**config.mk**
```make
export PLATFORM = sky130hd
export DESIGN_NAME = fp_cmp_top
export DESIGN_NICKNAME = d
export VERILOG_FILES = /design/src/rtl/fpc_pkg.sv /design/src/rtl/fpc_classify.sv /design/src/rtl/fpc_magcmp.sv /design/src/rtl/fpc_resolve.sv /design/src/rtl/fpc_condreg.sv /design/src/rtl/fp_cmp_top.sv
export SDC_FILE = /design/constraint.sdc
export NUM_CORES = 1
export LEC_CHECK = 0
export CAP_MARGIN = 10
export CORE_MARGIN = 8
export CORE_UTILIZATION = 25
export DETAILED_ROUTE_END_ITERATION = 8
export DONT_BUFFER_PORTS = 1
export PLACE_DENSITY = 0.48
export SLEW_MARGIN = 20
export SYNTH_ARGS = -nofsm -noshare
export SYNTH_HDL_FRONTEND = slang
export SYNTH_SLANG_ARGS = --single-unit
```
**constraint.sdc**
```tcl
create_clock -name clk -period 1.9 [get_ports clk]
set_clock_uncertainty 0.05 [all_clocks]
set_input_delay 0.19 -clock clk [delete_from_list [all_inputs] [get_ports clk]]
set_output_delay 0.19 -clock clk [all_outputs]
set_load 0.03 [all_outputs]
```
**src/rtl/fpc_pkg.sv**
```systemverilog
package fpc_pkg;

  typedef enum logic [1:0] {
    PRED_EQ = 2'b00,
    PRED_LT = 2'b01,
    PRED_LE = 2'b10,
    PRED_UN = 2'b11
  } pred_e;

  typedef struct packed {
    logic is_nan;
    logic is_zero;
  } fclass_t;

  typedef struct packed {
    logic lt;
    logic eq;
    logic gt;
    logic un;
  } rel_t;

endpackage

```
**src/rtl/fpc_classify.sv**
```systemverilog
module fpc_classify
  import fpc_pkg::*;
#(
  parameter int EXP_W  = 8,
  parameter int FRAC_W = 23,
  localparam int MAG_W = EXP_W + FRAC_W
) (
  input  logic [MAG_W:0]   op,
  output logic             sign,
  output logic [MAG_W-1:0] mag,
  output fclass_t          cls
);

  logic [EXP_W-1:0]  exp_f;
  logic [FRAC_W-1:0] frac_f;

  assign sign   = op[MAG_W];
  assign mag    = op[MAG_W-1:0];
  assign exp_f  = op[MAG_W-1:FRAC_W];
  assign frac_f = op[FRAC_W-1:0];

  always_comb begin
    cls.is_nan  = (&exp_f) & (|frac_f);
    cls.is_zero = ~(|exp_f) & ~(|frac_f);
  end

endmodule

```
**src/rtl/fpc_magcmp.sv**
```systemverilog
module fpc_magcmp #(
  parameter int W       = 31,
  parameter int SLICE_W = 4,
  localparam int NSLICE = (W + SLICE_W - 1) / SLICE_W,
  localparam int PW     = NSLICE * SLICE_W
) (
  input  logic [W-1:0] a,
  input  logic [W-1:0] b,
  output logic         lt,
  output logic         eq,
  output logic         gt
);

  logic [PW-1:0]     pa, pb;
  logic [NSLICE-1:0] s_lt, s_eq;

  always_comb begin
    pa = '0;
    pb = '0;
    pa[W-1:0] = a;
    pb[W-1:0] = b;
  end

  for (genvar g = 0; g < NSLICE; g++) begin : g_slice
    logic [SLICE_W-1:0] sa, sb;
    assign sa      = pa[g*SLICE_W +: SLICE_W];
    assign sb      = pb[g*SLICE_W +: SLICE_W];
    assign s_lt[g] = (sa < sb);
    assign s_eq[g] = (sa == sb);
  end

  logic found, lt_r;
  always_comb begin
    found = 1'b0;
    lt_r  = 1'b0;
    for (int i = NSLICE - 1; i >= 0; i--) begin
      if (!found && !s_eq[i]) begin
        found = 1'b1;
        lt_r  = s_lt[i];
      end
    end
  end

  assign lt = found & lt_r;
  assign gt = found & ~lt_r;
  assign eq = ~found;

endmodule

```
**src/rtl/fpc_resolve.sv**
```systemverilog
module fpc_resolve
  import fpc_pkg::*;
(
  input  logic    sign_a,
  input  logic    sign_b,
  input  fclass_t cls_a,
  input  fclass_t cls_b,
  input  logic    m_lt,
  input  logic    m_eq,
  input  logic    m_gt,
  output rel_t    rel
);

  always_comb begin
    rel = '0;
    if (cls_a.is_nan || cls_b.is_nan) begin
      rel.un = 1'b1;
    end else if (cls_a.is_zero && cls_b.is_zero) begin
      rel.eq = 1'b1;
    end else if (sign_a != sign_b) begin
      rel.lt = sign_a;
      rel.gt = sign_b;
    end else if (!sign_a) begin
      rel.lt = m_lt;
      rel.eq = m_eq;
      rel.gt = m_gt;
    end else begin
      rel.lt = m_gt;
      rel.eq = m_eq;
      rel.gt = m_lt;
    end
  end

endmodule

```
**src/rtl/fpc_condreg.sv**
```systemverilog
module fpc_condreg
  import fpc_pkg::*;
(
  input  logic  clk,
  input  logic  rst_n,
  input  logic  strobe,
  input  pred_e sel,
  input  rel_t  rel,
  output logic  flag
);

  logic pick;
  always_comb begin
    unique case (sel)
      PRED_EQ: pick = rel.eq;
      PRED_LT: pick = rel.lt;
      PRED_LE: pick = rel.lt | rel.eq;
      default: pick = rel.un;
    endcase
  end

  always_ff @(posedge clk or negedge rst_n) begin
    if (!rst_n)      flag <= 1'b0;
    else if (strobe) flag <= pick;
  end

  p_flag_le_r8: assert property (@(posedge clk) disable iff (!rst_n)
    (strobe && sel == PRED_LE) |=> (flag == $past(rel.lt || rel.eq)));

  p_flag_un_r8: assert property (@(posedge clk) disable iff (!rst_n)
    (strobe && sel == PRED_UN) |=> (flag == $past(rel.un)));

  p_flag_hold_r9: assert property (@(posedge clk) disable iff (!rst_n)
    !strobe |=> $stable(flag));

endmodule

```
**src/rtl/fp_cmp_top.sv**
```systemverilog
module fp_cmp_top
  import fpc_pkg::*;
#(
  parameter int EXP_W   = 8,
  parameter int FRAC_W  = 23,
  parameter int SLICE_W = 4,
  localparam int MAG_W  = EXP_W + FRAC_W,
  localparam int OP_W   = MAG_W + 1
) (
  input  logic            clk,
  input  logic            rst_n,
  input  logic [OP_W-1:0] op_a,
  input  logic [OP_W-1:0] op_b,
  input  logic [1:0]      pred_sel,
  input  logic            cmp_strobe,
  output logic            is_lt,
  output logic            is_eq,
  output logic            is_gt,
  output logic            is_unord,
  output logic            cond_flag
);

  logic [OP_W-1:0]  ops  [2];
  logic [1:0]       sgn;
  logic [MAG_W-1:0] mags [2];
  fclass_t          cls  [2];

  assign ops[0] = op_a;
  assign ops[1] = op_b;

  for (genvar k = 0; k < 2; k++) begin : g_cls
    fpc_classify #(.EXP_W(EXP_W), .FRAC_W(FRAC_W)) u_cls (
      .op   (ops[k]),
      .sign (sgn[k]),
      .mag  (mags[k]),
      .cls  (cls[k])
    );
  end

  logic m_lt, m_eq, m_gt;
  fpc_magcmp #(.W(MAG_W), .SLICE_W(SLICE_W)) u_mag (
    .a  (mags[0]),
    .b  (mags[1]),
    .lt (m_lt),
    .eq (m_eq),
    .gt (m_gt)
  );

  rel_t rel;
  fpc_resolve u_res (
    .sign_a (sgn[0]),
    .sign_b (sgn[1]),
    .cls_a  (cls[0]),
    .cls_b  (cls[1]),
    .m_lt   (m_lt),
    .m_eq   (m_eq),
    .m_gt   (m_gt),
    .rel    (rel)
  );

  assign is_lt    = rel.lt;
  assign is_eq    = rel.eq;
  assign is_gt    = rel.gt;
  assign is_unord = rel.un;

  fpc_condreg u_cond (
    .clk    (clk),
    .rst_n  (rst_n),
    .strobe (cmp_strobe),
    .sel    (pred_e'(pred_sel)),
    .rel    (rel),
    .flag   (cond_flag)
  );

  p_nan_unord_r1: assert property (@(posedge clk) disable iff (!rst_n)
    (cls[0].is_nan || cls[1].is_nan) |-> (is_unord && !is_lt && !is_eq && !is_gt));

  p_zero_eq_r2: assert property (@(posedge clk) disable iff (!rst_n)
    (cls[0].is_zero && cls[1].is_zero) |-> is_eq);

  p_onehot_r3: assert property (@(posedge clk) disable iff (!rst_n)
    $countones({is_lt, is_eq, is_gt, is_unord}) == 1);

  p_sign_split_r5: assert property (@(posedge clk) disable iff (!rst_n)
    (!is_unord && sgn[0] && !sgn[1] && !(cls[0].is_zero && cls[1].is_zero)) |-> is_lt);

endmodule

```
# ---- Word level (Yosys, flattened, before mapping)
# Index checks and enable logic that the tools add are counted.
dict set report word_totals {
  in_bits 69
  regBits 1
}
dict set report classes {
  n_reduce_logical 29
  magnitude_cmp 8
  bitwise 13
  eq_ne 11
  n_mux 26
}
# operator count
set ops {}
lappend ops {{OR reduction 23 bit} 2}
lappend ops {{equality test 4 bit} 7}
lappend ops {{< comparator 4 bit} 7}
lappend ops {{two-way mux 1 bit} 23}
lappend ops {{AND reduction 8 bit} 2}
lappend ops {{OR reduction 8 bit} 2}
lappend ops {{zero test 1 bit} 13}
lappend ops {{logical AND 1 bit} 8}
lappend ops {{AND 1 bit} 6}
lappend ops {{two-way mux 3 bit} 2}
lappend ops {{NOT 1 bit} 6}
lappend ops {{equality test 3 bit} 1}
lappend ops {{< comparator 3 bit} 1}
lappend ops {{case mux 1 bit (3 select lines)} 1}
lappend ops {{equality test 2 x 1 -> 1 bit, second input constant} 1}
lappend ops {{equality test 2 bit, second input constant} 1}
lappend ops {{zero test 2 bit} 1}
lappend ops {{logical OR 1 bit} 1}
lappend ops {{inequality test 1 bit} 1}
lappend ops {{bitwise OR 1 bit} 1}

# ---- Logic depth before layout (Yosys ltp)
dict set report logic_depth {
  ltp_word 30
  depth_mapped 10
  ltp_nobuf 10
}

# ---- Cells and area by module
# A second synthesis with hierarchy kept.
dict set report hier_totals {
  hier_cells 239
  area_unflattened_um2 1689.1
}
# mod n_inst area_each_um2 cells_per_inst
set by_module_without_submodules {}
lappend by_module_without_submodules {fpc_magcmp 1 865.8 124}
lappend by_module_without_submodules {fpc_classify 2 342.8 48}
lappend by_module_without_submodules {fpc_resolve 1 70.1 12}
lappend by_module_without_submodules {fpc_condreg 1 67.6 7}

# ---- Worst setup path before layout
# OpenSTA, ideal clock, no wires.
dict set report synth_path {
  path_kind {input to output}
  start {input op_b[23]}
  end {output is_gt}
  arrival_time_ns 2.421
  cell_stages 9
  setup_slack_ns -0.761
  required_time_ns 1.660
  path_buffers 0
  path_cell_list {inv_1 > ha_1 > nand4_2 > or4_1 > nand3_1 > a21oi_1 > or2_4 > and3b_2 > nor3_1}
}
dict set report synth_via {
  elab_chain_len 25
}
# item line_no
set synth_rtl {}
lappend synth_rtl {{start, declared} fp_cmp_top.sv:13} ;# input logic [OP_W-1:0] op_b,
lappend synth_rtl {{equality test 4 bit} fpc_magcmp.sv:29} ;# assign s_eq[g] = (sa == sb);
lappend synth_rtl {{zero test 1 bit} fpc_magcmp.sv:37} ;# if (!found && !s_eq[i]) begin
lappend synth_rtl {{logical AND 1 bit} fpc_magcmp.sv:37}
lappend synth_rtl {{two-way mux 1 bit} fpc_magcmp.sv:37}
lappend synth_rtl {{zero test 1 bit} fpc_magcmp.sv:37}
lappend synth_rtl {{logical AND 1 bit} fpc_magcmp.sv:37}
lappend synth_rtl {{two-way mux 1 bit} fpc_magcmp.sv:37}
lappend synth_rtl {{zero test 1 bit} fpc_magcmp.sv:37}
lappend synth_rtl {{(+9 left out)} -}
lappend synth_rtl {{logical AND 1 bit} fpc_magcmp.sv:37}
lappend synth_rtl {{two-way mux 1 bit} fpc_magcmp.sv:37}
lappend synth_rtl {{NOT 1 bit} fpc_magcmp.sv:45} ;# assign gt = found & ~lt_r;
lappend synth_rtl {{AND 1 bit} fpc_magcmp.sv:45}
lappend synth_rtl {{two-way mux 3 bit} fpc_resolve.sv:23} ;# end else if (!sign_a) begin
lappend synth_rtl {{two-way mux 1 bit} fpc_resolve.sv:20} ;# end else if (sign_a != sign_b) begin
lappend synth_rtl {{two-way mux 1 bit} fpc_resolve.sv:18} ;# end else if (cls_a.is_zero && cls_b.is_zero) begin
lappend synth_rtl {{two-way mux 3 bit *} fpc_resolve.sv:16} ;# if (cls_a.is_nan || cls_b.is_nan) begin
lappend synth_rtl {{end, declared} fp_cmp_top.sv:18} ;# output logic is_gt,
# Every way passes the cells marked *; elsewhere a longest branch is shown, timed or not.

# ---- Worst setup path in the final report
dict set report layout_path {
  start {input op_b[22]}
  end {output is_gt}
}
# Same word-level chain as after synthesis.

==> results.sh <==
export IMPL_status="finished, violations left"
export IMPL_violations="negative setup slack"
export IMPL_yosysWarnings=0
export IMPL_core_sq_um=4690
export IMPL_globalplace_congestion=0.803
export IMPL_grt_total_usage=0.101
export IMPL_power_leakage_nw=0.720
export IMPL_antenna_found_initial=0
export IMPL_ioPinCount=74
export IMPL_fin_util=0.364
export IMPL_vias=1290
export IMPL_fin_ws_ns=-0.334
export IMPL_worstSkewPairLatency_ns=0
export IMPL_p_total_w=0.000356
export IMPL_holdWs_ns=0.293
export IMPL_post_dp_cell_area_sq_um=1560
export IMPL_final_cell_mix="inv_1, ha_1, buf_4"
export IMPL_p_per_area_nw_per_um2=208
export IMPL_initial_core_util=0.256
export IMPL_stdcell_area_sq_um=1710
export IMPL_rsz0062_at_grt="true"
export IMPL_wl_per_cell_um=15.7
export IMPL_syn_area_sq_um=1200
export IMPL_max_freq_ghz=0.448
export IMPL_cap_violations=0
export IMPL_clk_pin_slew_ns=0
export IMPL_fin_nets=295
export IMPL_crit_arrival_ns=1.99
export IMPL_synthCells=172
export IMPL_crit_path_start_kind="input pin"
export IMPL_synth_seq_cells=1
export IMPL_hold_path_class="input pin to register"
export IMPL_reg_top3="u_cond.flag (1)"
export IMPL_regMostFlops="u_cond.flag"
export IMPL_tightest_slew_ns=0.370
export IMPL_path_class="input pin to primary output"
export IMPL_n_antenna_cell=0
export IMPL_final_hold_violation_count=0
export IMPL_syn_nets=272
export IMPL_dieArea_sq_um=7270
export IMPL_dp_hpwl_mm=3.66
export IMPL_totalWireLength_mm=3.89
export IMPL_die_w_um=85.3
export IMPL_fillCellCount=522
export IMPL_grt_overflow=0
export IMPL_dr_first_iter_drc_count=33
export IMPL_grt_max_degree=5
export IMPL_grt_pass1_vias=1334
export IMPL_max_vdd_ir_drop_mv=0.0672
export IMPL_setup_violations=4
export IMPL_largest_reg_flops=1
export IMPL_drive_gt1_frac=0.326
export IMPL_required_ns=1.66
export IMPL_critPathCaptureType="primary output"
export IMPL_drt_pass1_iter_count=4
export IMPL_syn2layout_area_growth_pct=42.4
export IMPL_fin_crit_sh=1.18
export IMPL_dieHeight_um=85.3
export IMPL_io_buffers=0
export IMPL_yosysSeqAreaShare=0.0209
export IMPL_core_rowCount=25
export IMPL_relSlewSlack=0.751
export IMPL_routed_via_density=5.22
export IMPL_drc=0
export IMPL_worstPathMaxFanout=3
export IMPL_finalMaxSlewViolations=0
export IMPL_final_antenna_net_count=0
export IMPL_syn_mean_instance_area_sq_um=6.98
export IMPL_grt_pass1_wl_mm=6.29
export IMPL_final_common_cell="inv_1"
export IMPL_synth_distinct_cells=37
export IMPL_min_period_ns=2.23
[through the flow]
stage,setup TNS (ns),std cells,setup WS (ns)
2_1_floorplan,-0.814,172,-0.341
3_3_place_gp,-1.32,245,-0.426
3_5_place_dp,-1.30,245,-0.436
4_1_cts,-0.951,246,-0.341
5_1_grt,-1.23,247,-0.419
6_report,-0.830,247,-0.334
[synthesized netlist by cell type, drive strengths merged]
| master | number | area share |
|---|---|---|
| a21o | 1 | 0.0063 |
| o21ai | 4 | 0.017 |
| nand4 | 11 | 0.063 |
| mux2 | 1 | 0.0094 |
| inv | 38 | 0.12 |
| o211ai | 2 | 0.013 |
| a221oi | 1 | 0.022 |
| and4 | 1 | 0.0073 |
| nor2b | 4 | 0.027 |
| nor2 | 8 | 0.025 |
| a2bb2oi | 1 | 0.0073 |
| and2 | 1 | 0.0052 |
| a21oi | 15 | 0.066 |
| nor3 | 5 | 0.025 |
| o2111ai | 1 | 0.0073 |
| o21a | 1 | 0.0063 |
| or2 | 1 | 0.0073 |
| ha | 31 | 0.32 |
| nand3 | 6 | 0.025 |
| nand2 | 8 | 0.025 |
| or3 | 1 | 0.0052 |
| dfrtp | 1 | 0.021 |
| nand2b | 3 | 0.016 |
| and4b | 1 | 0.0083 |
| nor4 | 14 | 0.073 |
| a31oi | 2 | 0.010 |
| and3b | 1 | 0.0083 |
| or4 | 2 | 0.013 |
| a211oi | 1 | 0.0063 |
| o22ai | 1 | 0.0052 |
| a31o | 1 | 0.0073 |
| xor2 | 2 | 0.015 |
| o32ai | 1 | 0.0073 |
[final timing paths]
path                       depth (start not counted)        start          end  slack, ns
max                                               10     op_b[22]        is_gt      -0.33
min                                                1   cmp_strobe  u_cond.flag       0.29
max reg2reg                                        2  u_cond.flag  u_cond.flag       0.77
min reg2reg                                        2  u_cond.flag  u_cond.flag       0.78
max in group asynchronous                          1        rst_n  u_cond.flag       1.34
min in group asynchronous                          1        rst_n  u_cond.flag       0.36
[metal layers]
metal / wire length, um / up-vias / global-route usage
met5: 0 / - / 0
met2: 2060 / 32 / 0.196
met1: 1520 / 581 / 0.115
li1: - / 677 / -
met3: 305 / 0 / 0.0232
met4: 0 / 0 / 0
[cell families after synthesis]
| kind of cell | synth area share |
|---|---|
| AO/OA/AOI/OAI | 0.180 |
| XOR/XNOR | 0.0146 |
| adder cells (fa/ha/maj) | 0.323 |
| buffers and inverters | 0.119 |
| flip-flops | 0.0209 |
| multiplexers | 0.00938 |
| AND/OR/NAND/NOR | 0.333 |
[layout make-up]
class	instances	area, sq um	area share
inverters	38	165	0.0966
flip-flops and latches	1	25.0	0.0146
well taps	54	67.6	0.0395
repair buffers	21	180	0.105
multi-input cells	133	1270	0.744
[critical path: stages]
cell	delay, ns
inv_12	0.01
ha_4	0.26
nand4_4	0.11
or4_4	0.52
nand3_2	0.08
a21oi_2	0.06
or2_4	0.25
and3b_2	0.22
nor3_4	0.14
buf_12	0.14
[report_power, final]
part           switching [W]  total [W]  internal [W]  leakage, nW
Clock                      0          0             0            0
Sequential        0.00000962  0.0000348     0.0000251       0.0125
Combinational       0.000147   0.000321      0.000174        0.707
Total               0.000157   0.000356      0.000199        0.720
[repair_timing]
item | CTS | global route
buffers inserted | 0 | 1
gates resized for setup | 10 | 16
pin swaps | 4 | 2
endpoints found under the setup margin | 4 | 4
hold buffers | 1 | 0
gates cloned | 0 | 0
hold endpoints to repair | 1 | 0
Power figures use the tool's default switching activity.
